[src/rtl/mport_pkg.sv]
package mport_pkg;
  typedef enum logic [1:0] {
    SEL_NONE = 2'd0,
    SEL_DIR  = 2'd1,
    SEL_PUL  = 2'd2,
    SEL_DAT  = 2'd3
  } reg_sel_e;

  localparam int unsigned NUM_REGS = 3;
endpackage

[src/rtl/mport_decode.sv]
module mport_decode
  import mport_pkg::*;
#(
  parameter int unsigned ADDR_W   = 8,
  parameter logic [ADDR_W-1:0] DIR_ADDR = 8'hB0,
  parameter logic [ADDR_W-1:0] PUL_ADDR = 8'hB1,
  parameter logic [ADDR_W-1:0] DAT_ADDR = 8'hB2
) (
  input  logic [ADDR_W-1:0] addr_i,
  output reg_sel_e          sel_o
);
  always_comb begin
    unique case (addr_i)
      DIR_ADDR: sel_o = SEL_DIR;
      PUL_ADDR: sel_o = SEL_PUL;
      DAT_ADDR: sel_o = SEL_DAT;
      default:  sel_o = SEL_NONE;
    endcase
  end
endmodule

[src/rtl/mport_regs.sv]
module mport_regs
  import mport_pkg::*;
#(
  parameter int unsigned PIN_W = 4,
  parameter logic [PIN_W-1:0] DIR_RST = '0,
  parameter logic [PIN_W-1:0] PUL_RST = '1,
  parameter logic [PIN_W-1:0] DAT_RST = '0
) (
  input  logic             clk_i,
  input  logic             rst_ni,
  input  logic             wr_i,
  input  reg_sel_e         sel_i,
  input  logic [PIN_W-1:0] wdata_i,
  output logic [PIN_W-1:0] dir_o,
  output logic [PIN_W-1:0] pul_o,
  output logic [PIN_W-1:0] dat_o
);
  logic [PIN_W-1:0] regs_q [NUM_REGS];

  for (genvar g = 0; g < NUM_REGS; g++) begin : g_reg
    localparam reg_sel_e MY_SEL = (g == 0) ? SEL_DIR : (g == 1) ? SEL_PUL : SEL_DAT;
    localparam logic [PIN_W-1:0] MY_RST = (g == 0) ? DIR_RST : (g == 1) ? PUL_RST : DAT_RST;
    logic wen;
    assign wen = wr_i && (sel_i == MY_SEL);
    always_ff @(posedge clk_i or negedge rst_ni) begin
      if (!rst_ni)  regs_q[g] <= MY_RST;
      else if (wen) regs_q[g] <= wdata_i;
    end
  end

  assign dir_o = regs_q[0];
  assign pul_o = regs_q[1];
  assign dat_o = regs_q[2];
endmodule

[src/rtl/mport_sync.sv]
module mport_sync #(
  parameter int unsigned PIN_W  = 4,
  parameter int unsigned STAGES = 2
) (
  input  logic             clk_i,
  input  logic             rst_ni,
  input  logic [PIN_W-1:0] async_i,
  output logic [PIN_W-1:0] sync_o
);
  for (genvar p = 0; p < PIN_W; p++) begin : g_pin
    logic [STAGES-1:0] chain_q;
    always_ff @(posedge clk_i or negedge rst_ni) begin
      if (!rst_ni) chain_q <= '0;
      else if (STAGES == 1) chain_q <= async_i[p];
      else chain_q <= {chain_q[STAGES-2:0], async_i[p]};
    end
    assign sync_o[p] = chain_q[STAGES-1];
  end
endmodule

[src/rtl/mport_rdmux.sv]
module mport_rdmux
  import mport_pkg::*;
#(
  parameter int unsigned PIN_W = 4
) (
  input  logic             rd_i,
  input  reg_sel_e         sel_i,
  input  logic [PIN_W-1:0] dir_i,
  input  logic [PIN_W-1:0] pul_i,
  input  logic [PIN_W-1:0] dat_i,
  input  logic [PIN_W-1:0] pad_sync_i,
  output logic [PIN_W-1:0] rdata_o
);
  logic [PIN_W-1:0] port_view;
  // per-bit source: latch for outputs, pad for inputs
  assign port_view = (dat_i & dir_i) | (pad_sync_i & ~dir_i);

  always_comb begin
    rdata_o = '0;
    if (rd_i) begin
      unique case (sel_i)
        SEL_DIR: rdata_o = dir_i;
        SEL_PUL: rdata_o = pul_i;
        SEL_DAT: rdata_o = port_view;
        default: rdata_o = '0;
      endcase
    end
  end
endmodule

[src/rtl/mmio_port.sv]
module mmio_port
  import mport_pkg::*;
#(
  parameter int unsigned PIN_W       = 4,
  parameter int unsigned ADDR_W      = 8,
  parameter int unsigned SYNC_STAGES = 2,
  parameter logic [ADDR_W-1:0] DIR_ADDR = 8'hB0,
  parameter logic [ADDR_W-1:0] PUL_ADDR = 8'hB1,
  parameter logic [ADDR_W-1:0] DAT_ADDR = 8'hB2
) (
  input  logic              clk_i,
  input  logic              rst_ni,
  input  logic [ADDR_W-1:0] addr_i,
  input  logic              wr_i,
  input  logic              rd_i,
  input  logic [PIN_W-1:0]  wdata_i,
  output logic [PIN_W-1:0]  rdata_o,
  input  logic [PIN_W-1:0]  pad_in_i,
  output logic [PIN_W-1:0]  pad_out_o,
  output logic [PIN_W-1:0]  pad_oe_o,
  output logic [PIN_W-1:0]  pad_pu_o
);
  reg_sel_e         sel;
  logic [PIN_W-1:0] dir_q, pul_q, dat_q, pad_sync;

  mport_decode #(
    .ADDR_W(ADDR_W), .DIR_ADDR(DIR_ADDR), .PUL_ADDR(PUL_ADDR), .DAT_ADDR(DAT_ADDR)
  ) u_decode (
    .addr_i(addr_i), .sel_o(sel)
  );

  mport_regs #(.PIN_W(PIN_W)) u_regs (
    .clk_i(clk_i), .rst_ni(rst_ni), .wr_i(wr_i), .sel_i(sel), .wdata_i(wdata_i),
    .dir_o(dir_q), .pul_o(pul_q), .dat_o(dat_q)
  );

  mport_sync #(.PIN_W(PIN_W), .STAGES(SYNC_STAGES)) u_sync (
    .clk_i(clk_i), .rst_ni(rst_ni), .async_i(pad_in_i), .sync_o(pad_sync)
  );

  mport_rdmux #(.PIN_W(PIN_W)) u_rdmux (
    .rd_i(rd_i), .sel_i(sel), .dir_i(dir_q), .pul_i(pul_q), .dat_i(dat_q),
    .pad_sync_i(pad_sync), .rdata_o(rdata_o)
  );

  assign pad_oe_o  = dir_q;
  assign pad_out_o = dat_q;
  assign pad_pu_o  = pul_q & ~dir_q;
endmodule

[config.mk]
export PLATFORM = sky130hd
export DESIGN_NAME = mmio_port
export DESIGN_NICKNAME = d
export VERILOG_FILES = /design/src/rtl/mport_pkg.sv /design/src/rtl/mport_decode.sv /design/src/rtl/mport_regs.sv /design/src/rtl/mport_sync.sv /design/src/rtl/mport_rdmux.sv /design/src/rtl/mmio_port.sv
export SDC_FILE = /design/constraint.sdc
export NUM_CORES = 1
export LEC_CHECK = 0
export BUFFER_PORTS_ARGS = -buffer_cell sky130_fd_sc_hd__buf_2
export CAP_MARGIN = 20
export CORE_MARGIN = 2
export CORE_UTILIZATION = 46
export CTS_CLUSTER_SIZE = 30
export DETAILED_ROUTE_END_ITERATION = 8
export GPL_ROUTABILITY_DRIVEN = 1
export PLACE_DENSITY = 0.82
export SLEW_MARGIN = 20
export SYNTH_ARGS = -nofsm -noshare
export SYNTH_HDL_FRONTEND = slang
export SYNTH_SLANG_ARGS = --single-unit
[constraint.sdc]
create_clock -name clk_i -period 1.2 [get_ports clk_i]
set_input_delay 0.12 -clock clk_i [delete_from_list [all_inputs] [get_ports clk_i]]
set_output_delay 0.12 -clock clk_i [all_outputs]
set_load 0.02 [all_outputs]
==> results.md, run 1 <==
* Synthesized flop and latch total at 20
* Reg-to-Reg Start: u_regs.dir_o[2]
* Setup crit start kind: flop
* Rows at 16
* Die ar. at 0.00233 sq mm
* H-tree levels at 1
* Pleak at 0.674 nW
* Power Density at 995 mW/mm^2
* Sw Pwr at 330 uW
* Warnings from Yosys at 0
* Global routing usage on met2 at 30.5%
* PortBufs at 35
* Drc violations at 0
* Final WL at 2090 um
* # setup viols final at 8
* MaxCap Viol Count at 0
* IO Pins at 36
* Register area share after synthesis at 56.0%
* Crit-path max FO at 2
* Global-route wire length before repair at 2660 um
* Post-route minimum period at 1.48 ns
* M3 GR Usage at 2.22%
* Share of post-route cells with drive strength above 1 at 61.5%
* Routed vias at 746
* Routed WL per cell at 14.0 um
* Final max-slew violation count at 0
* Crit path capture type: output port
* Max Buffers Root-to-Sink at 2
* Net Sw Frac at 24.6%
* Die height at 48.3 um
* CTS Buf Count at 3
* Post-synthesis net count at 91
* DP Worst Slack at -0.0783 ns
* Worst vdd ir at 0.000735 V
* Vias per cell at 5.01
* Clock Sinks at 20
* Crit path DAT at 1.36 ns
* TritonCTS clock tree: built
* Fmax achieved at 676 MHz
* Setup Skew at 0.00118 ns
* Clock power share at 29.3%
* Critical path class: reg2out
* CP required at 1.08 ns
* Starting Density at 47.4%
* Post-Layout Cell Count at 149
* Min-delay src: wdata_i[1]
* Clk pin slew, worst setup/hold paths at 0.11 ns
* Int Power at 1.01 mW
* RePlAce Congestion at 0.674
* Met1 GRT Util at 19.9%
* Slew @ Worst Pin at 0.440 ns
* Fin crit share at 123%
* Vias in the first global route at 632
* Worst Hold Class: in2reg
* Root buf cell: clkbuf_4
* Cell area after layout at 0.00135 sq mm
* Top Usage Layer GRT: met2
* Status: finished with violations
* RSZ-0062 raised after global routing: yes
* Clock Latency Late Sink at 0.31 ns
* DRT Pass-1 Iters at 4
* Fin. Hold Viols at 0
* Initial DRC count at 10
* Setup WS post-layout at -0.278 ns
* Total grt overflow at 0
* Reg power frac at 54.7%
* Core Util, Final at 70.7%
* Synth Area per Inst at 12.7 sq um
* Rel. slew slack at 70.7%
* Failing checks: setup timing
* Total GRT Usage at 17.3%
* DPL Wire Length at 1340 um
* Logic pwr share at 16.0%
* ANT nets after route at 0
* Cell area after placement at 0.00112 sq mm
* Syn Std Cell Area at 902 sq um
* Internal reg-to-reg setup slack at 0.26 ns
* CP startpoint: u_regs.pul_o[2]
* # diodes at 0
* Placed insts at 134
* Core ar. at 0.00190 sq mm
* Die width at 48.3 um
* P&R area growth vs syn at 49.1%
* Cells after Synth at 71
* Largest net degree at the start of global routing at 21
* Post-synthesis cell type count at 16
* Nets@finish at 143
* Initial antenna violation count at 0
==> final cells by class <==
cell class	count	area, sq um
clock buffers	4	36.3
fillers	124	557
multi-input cells	49	419
flip-flops and latches	20	505
well taps	27	33.8
repair buffers	49	350
==> metrics by stage <==
step                      hold WS (ns)  setup TNS (ns)  power (mW)
after detailed placement        0.0796          -0.829       0.906
after global placement          0.0778          -0.300       0.899
after CTS                       0.0635           -1.21        1.33
final                           0.0649           -1.32        1.34
after global routing            0.0654           -1.71        1.39
after floorplan                 -0.176               0       0.825
==> per-layer routing <==
| metal | routed length [um] | up-vias |
|---|---|---|
| li1 | - | 355 |
| met2 | 1140 | 26 |
| met4 | 40 | 0 |
| met5 | 0 | - |
| met1 | 818 | 360 |
| met3 | 84 | 5 |
==> Yosys cell counts <==
master | instances | area (sq um)
dfrtp_1 | 16 | 400
mux2_2 | 12 | 135
nor2_1 | 6 | 22.5
nor2b_1 | 5 | 31.3
a21oi_1 | 4 | 20.0
dfstp_2 | 4 | 105
mux2i_1 | 4 | 40.0
nand2_1 | 4 | 15.0
nand3b_1 | 4 | 30.0
o21ba_2 | 4 | 40.0
buf_4 | 2 | 15.0
nand4_1 | 2 | 12.5
and2b_1 | 1 | 7.51
and4b_1 | 1 | 10.0
nand3_1 | 1 | 5.00
nand4_2 | 1 | 12.5
==> worst paths after layout <==
path / end / depth (start not counted)
max reg2reg: u_regs.dir_o[2] / 2
max: rdata_o[2] / 4
min reg2reg: u_sync.g_pin[3].chain_q[1] / 0
min: u_regs.dir_o[1] / 2
min in group asynchronous: u_sync.g_pin[2].chain_q[1] / 2
max in group asynchronous: u_regs.pul_o[3] / 2
==> logic make-up (layout without fill, tap and decap cells) <==
family	Yosys count	in the layout	share of synthesized area, %
buf+inv	2	53	1.66
compound gates	8	8	6.66
flops	20	20	56.0
simple gates	25	25	16.2
mux	16	16	19.4
==> layout by cell type (no fill, tap or decap), types with 5 or more instances in the layout <==
| cell type | count |
|---|---|
| buf_2 | 27 |
| dfrtp_1 | 16 |
| mux2_2 | 12 |
| buf_6 | 10 |
| buf_4 | 7 |
| nor2_1 | 6 |
| dlygate4sd3_1 | 5 |
==> repair_timing <==
action                                  4_1_cts  5_1_grt
endpoints found under the setup margin        8        8
resized for setup                            19        7
pin swaps                                     9        3
hold buffers                                  5        0
cloned                                        0        0
hold endpoints to repair                     20        0
buffers inserted                              4        2
==> power by group through the flow <==
stage               sequential, mW  clock (mW)  combinational (mW)
floorplan                    0.757           0              0.0680
global placement             0.744           0               0.156
detailed placement           0.746           0               0.161
CTS                          0.731       0.397               0.199
global route                 0.737       0.425               0.231
finish                       0.733       0.392               0.214
==> worst max-delay path, stage by stage (launching register included) <==
cell and delay (ns):
dfstp_2 0.55, mux2i_1 0.08, nor2_1 0.16, o21ba_2 0.15, buf_6 0.11
==> registers in the layout, indices dropped and copies added, names as in the netlist <==
signal,flops
u_regs.pul_o,4
u_regs.dir_o,4
u_regs.dat_o,4
u_sync.g_pin.chain_q,8
(Power assumes the default switching activity.)
==> run 2: changes to the inputs <==
--- a/config.mk
+++ b/config.mk
@@ -12,7 +12,7 @@
 export CTS_CLUSTER_SIZE = 30
 export DETAILED_ROUTE_END_ITERATION = 8
 export GPL_ROUTABILITY_DRIVEN = 1
-export PLACE_DENSITY = 0.82
+export PLACE_DENSITY_LB_ADDON = 0.05
 export SLEW_MARGIN = 20
 export SYNTH_ARGS = -nofsm -noshare
 export SYNTH_HDL_FRONTEND = slang
==> results.md, run 2 (same netlist as run 1, synthesis figures left out) <==
* # diodes at 0 (unchanged)
* Die ar. at 0.00233 sq mm (unchanged)
* Crit path capture type: output port (unchanged)
* Total grt overflow at 0 (unchanged)
* Core ar. at 0.00190 sq mm (unchanged)
* Share of post-route cells with drive strength above 1 at 62.7% (was 61.5%)
* Clock Sinks at 20 (unchanged)
* Largest net degree at the start of global routing at 21 (unchanged)
* Final WL at 2020 um (was 2090 um)
* CTS Buf Count at 3 (unchanged)
* Logic pwr share at 17.4% (was 16.0%)
* Fin crit share at 118% (was 123%)
* Core Util, Final at 71.6% (was 70.7%)
* Reg with most FFs: u_sync.g_pin.chain_q (unchanged)
* Int Power at 947 uW (was 1.01 mW)
* H-tree levels at 1 (unchanged)
* Rows at 16 (unchanged)
* Wl on met1 at 866 um (was 818 um)
* Power Density at 924 mW/mm^2 (was 995 mW/mm^2)
* Met3 WL post-DR at 117 um (was 84 um)
* Setup crit start kind: flop (unchanged)
* DRT Pass-1 Iters at 4 (unchanged)
* Routed vias at 764 (was 746)
* RePlAce Congestion at 0.717 (was 0.674)
* Final max-slew violation count at 0 (unchanged)
* Net Sw Frac at 24.7% (was 24.6%)
* PortBufs at 35 (unchanged)
* ANT nets after route at 0 (unchanged)
* Die height at 48.3 um (unchanged)
* DPL Wire Length at 1390 um (was 1340 um)
* PnR Total Power at 1.26 mW (was 1.34 mW)
* Cell area after placement at 0.00113 sq mm (was 0.00112 sq mm)
* Post-route minimum period at 1.42 ns (was 1.48 ns)
* Setup Skew at 0.000106 ns (was 0.00118 ns)
* Leading cell type in the layout, fill and taps excluded: buf_2 (unchanged)
* Post-Layout Cell Count at 153 (was 149)
* Slew @ Worst Pin at 0.426 ns (was 0.440 ns)
* Routed WL per cell at 13.2 um (was 14.0 um)
* Die width at 48.3 um (unchanged)
* Setup WS post-layout at -0.220 ns (was -0.278 ns)
* Uppermost layer routed: met4 (unchanged)
* Worst vdd ir at 0.000773 V (was 0.000735 V)
* Pleak at 0.692 nW (was 0.674 nW)
* Fmax achieved at 704 MHz (was 676 MHz)
* Max Buffers Root-to-Sink at 2 (unchanged)
* Global-route wire length before repair at 2790 um (was 2660 um)
* Vias in the first global route at 648 (was 632)
* Initial antenna violation count at 0 (unchanged)
* Critical path class: reg2out (unchanged)
* Clock Latency Late Sink at 0.29 ns (was 0.31 ns)
* Root buf cell: clkbuf_4 (unchanged)
* Reg power frac at 58.2% (was 54.7%)
* Rel. slew slack at 71.6% (was 70.7%)
* IO Pins at 36 (unchanged)
* TritonCTS clock tree: built (unchanged)
* # setup viols final at 8 (unchanged)
* Drc violations at 0 (unchanged)
* Clock power share at 24.4% (was 29.3%)
* Setup_tns at -1.06 ns (was -1.32 ns)
* Sw Pwr at 311 uW (was 330 uW)
* Fin. Hold Viols at 0 (unchanged)
* Total GRT Usage at 18.1% (was 17.3%)
* Placed insts at 135 (was 134)
* Failing checks: setup timing (unchanged)
* Wire length on met2 at 1020 um (was 1140 um)
* Cell area after layout at 0.00136 sq mm (was 0.00135 sq mm)
* RSZ-0062 raised after global routing: yes (unchanged)
* CP required at 1.08 ns (about the same)
* Max FFs per register at 8 (unchanged)
* Initial DRC count at 3 (was 10)
* Commonest non-fill, non-tap cells in the layout: buf_2 (27), dfrtp_1 (16), buf_4 (13), mux2_2 (12), buf_6 (9) (was buf_2 (27), dfrtp_1 (16), mux2_2 (12), buf_6 (10), buf_4 (7))
* Crit path DAT at 1.30 ns (was 1.36 ns)
* Crit-path max FO at 5 (was 2)
* Nets@finish at 148 (was 143)
* MaxCap Viol Count at 0 (unchanged)
* Vias per cell at 4.99 (was 5.01)
* Status: finished with violations (unchanged)
* Clk pin slew, worst setup/hold paths at 0.11 ns (about the same)
* Worst Hold Class: in2reg (unchanged)
* Starting Density at 47.4% (unchanged)
* P&R area growth vs syn at 50.9% (was 49.1%)
-- run 2: cell types whose count changed in the layout (fill, tap and decap cells not counted) --
cell and change:
a21oi_1 -1, a21oi_2 +1, buf_4 +6, buf_6 -1
clkbuf_8 -1, nor2b_1 +1, nor2b_4 -1
-- run 2: what timing repair did --
item / in CTS / in global routing
resized for setup: 16 / 8
hold buffers: 5 / 0
endpoints found under the hold margin: 20 / 0
pin swaps: 8 / 2
buffers inserted: 8 / 3
setup endpoints to repair: 8 / 8
-- run 2: power groups by stage --
stage,clock network (mW),logic [mW],registers [mW]
after floorplan,0,0.0680,0.757
after global placement,0,0.159,0.744
after detailed placement,0,0.164,0.746
after CTS,0.315,0.206,0.732
after global routing,0.340,0.240,0.736
final,0.307,0.219,0.732
-- run 2: path summary, 6_finish.rpt --
kind                                                  from                    endpoint  slack, ns  cells past startpoint
worst min register to register  u_sync.g_pin[0].chain_q[0]  u_sync.g_pin[0].chain_q[1]       0.36                      0
worst min-delay path                            wdata_i[2]             u_regs.dir_o[2]       0.08                      2
worst max register to register             u_regs.pul_o[0]             u_regs.pul_o[0]       0.16                      4
max in group asynchronous                           rst_ni             u_regs.pul_o[0]       0.58                      2
min in group asynchronous                           rst_ni  u_sync.g_pin[2].chain_q[0]       0.28                      2
worst max-delay path                       u_regs.dir_o[2]                  rdata_o[2]      -0.22                      4
-- run 2: area by class of cell --
type,instances,area [sq um]
multi-input combinational,49,415
tap,27,33.8
fill,148,541
sequential,20,505
timing repair buffer,54,384
clock buffer,3,22.5
-- run 2: critical path, stage by stage (launching register included) --
cell and delay (ns):
dfrtp_1 0.43, nand3b_1 0.16, a21oi_1 0.14, o21ba_2 0.16, buf_6 0.11
-- run 2: metrics by stage --
step	hold WS [ns]	setup WS, ns
floorplan	-0.176	0.0833
global route	0.0712	-0.323
global placement	0.0811	-0.0855
CTS	0.0730	-0.211
finish	0.0781	-0.220
detailed placement	0.0920	-0.135
-- run 2: per-layer routing --
layer,up-vias,GRT usage [%]
li1,365,-
met1,370,23.3
met2,27,30.3
met3,2,2.22
met4,0,8.11
met5,-,0
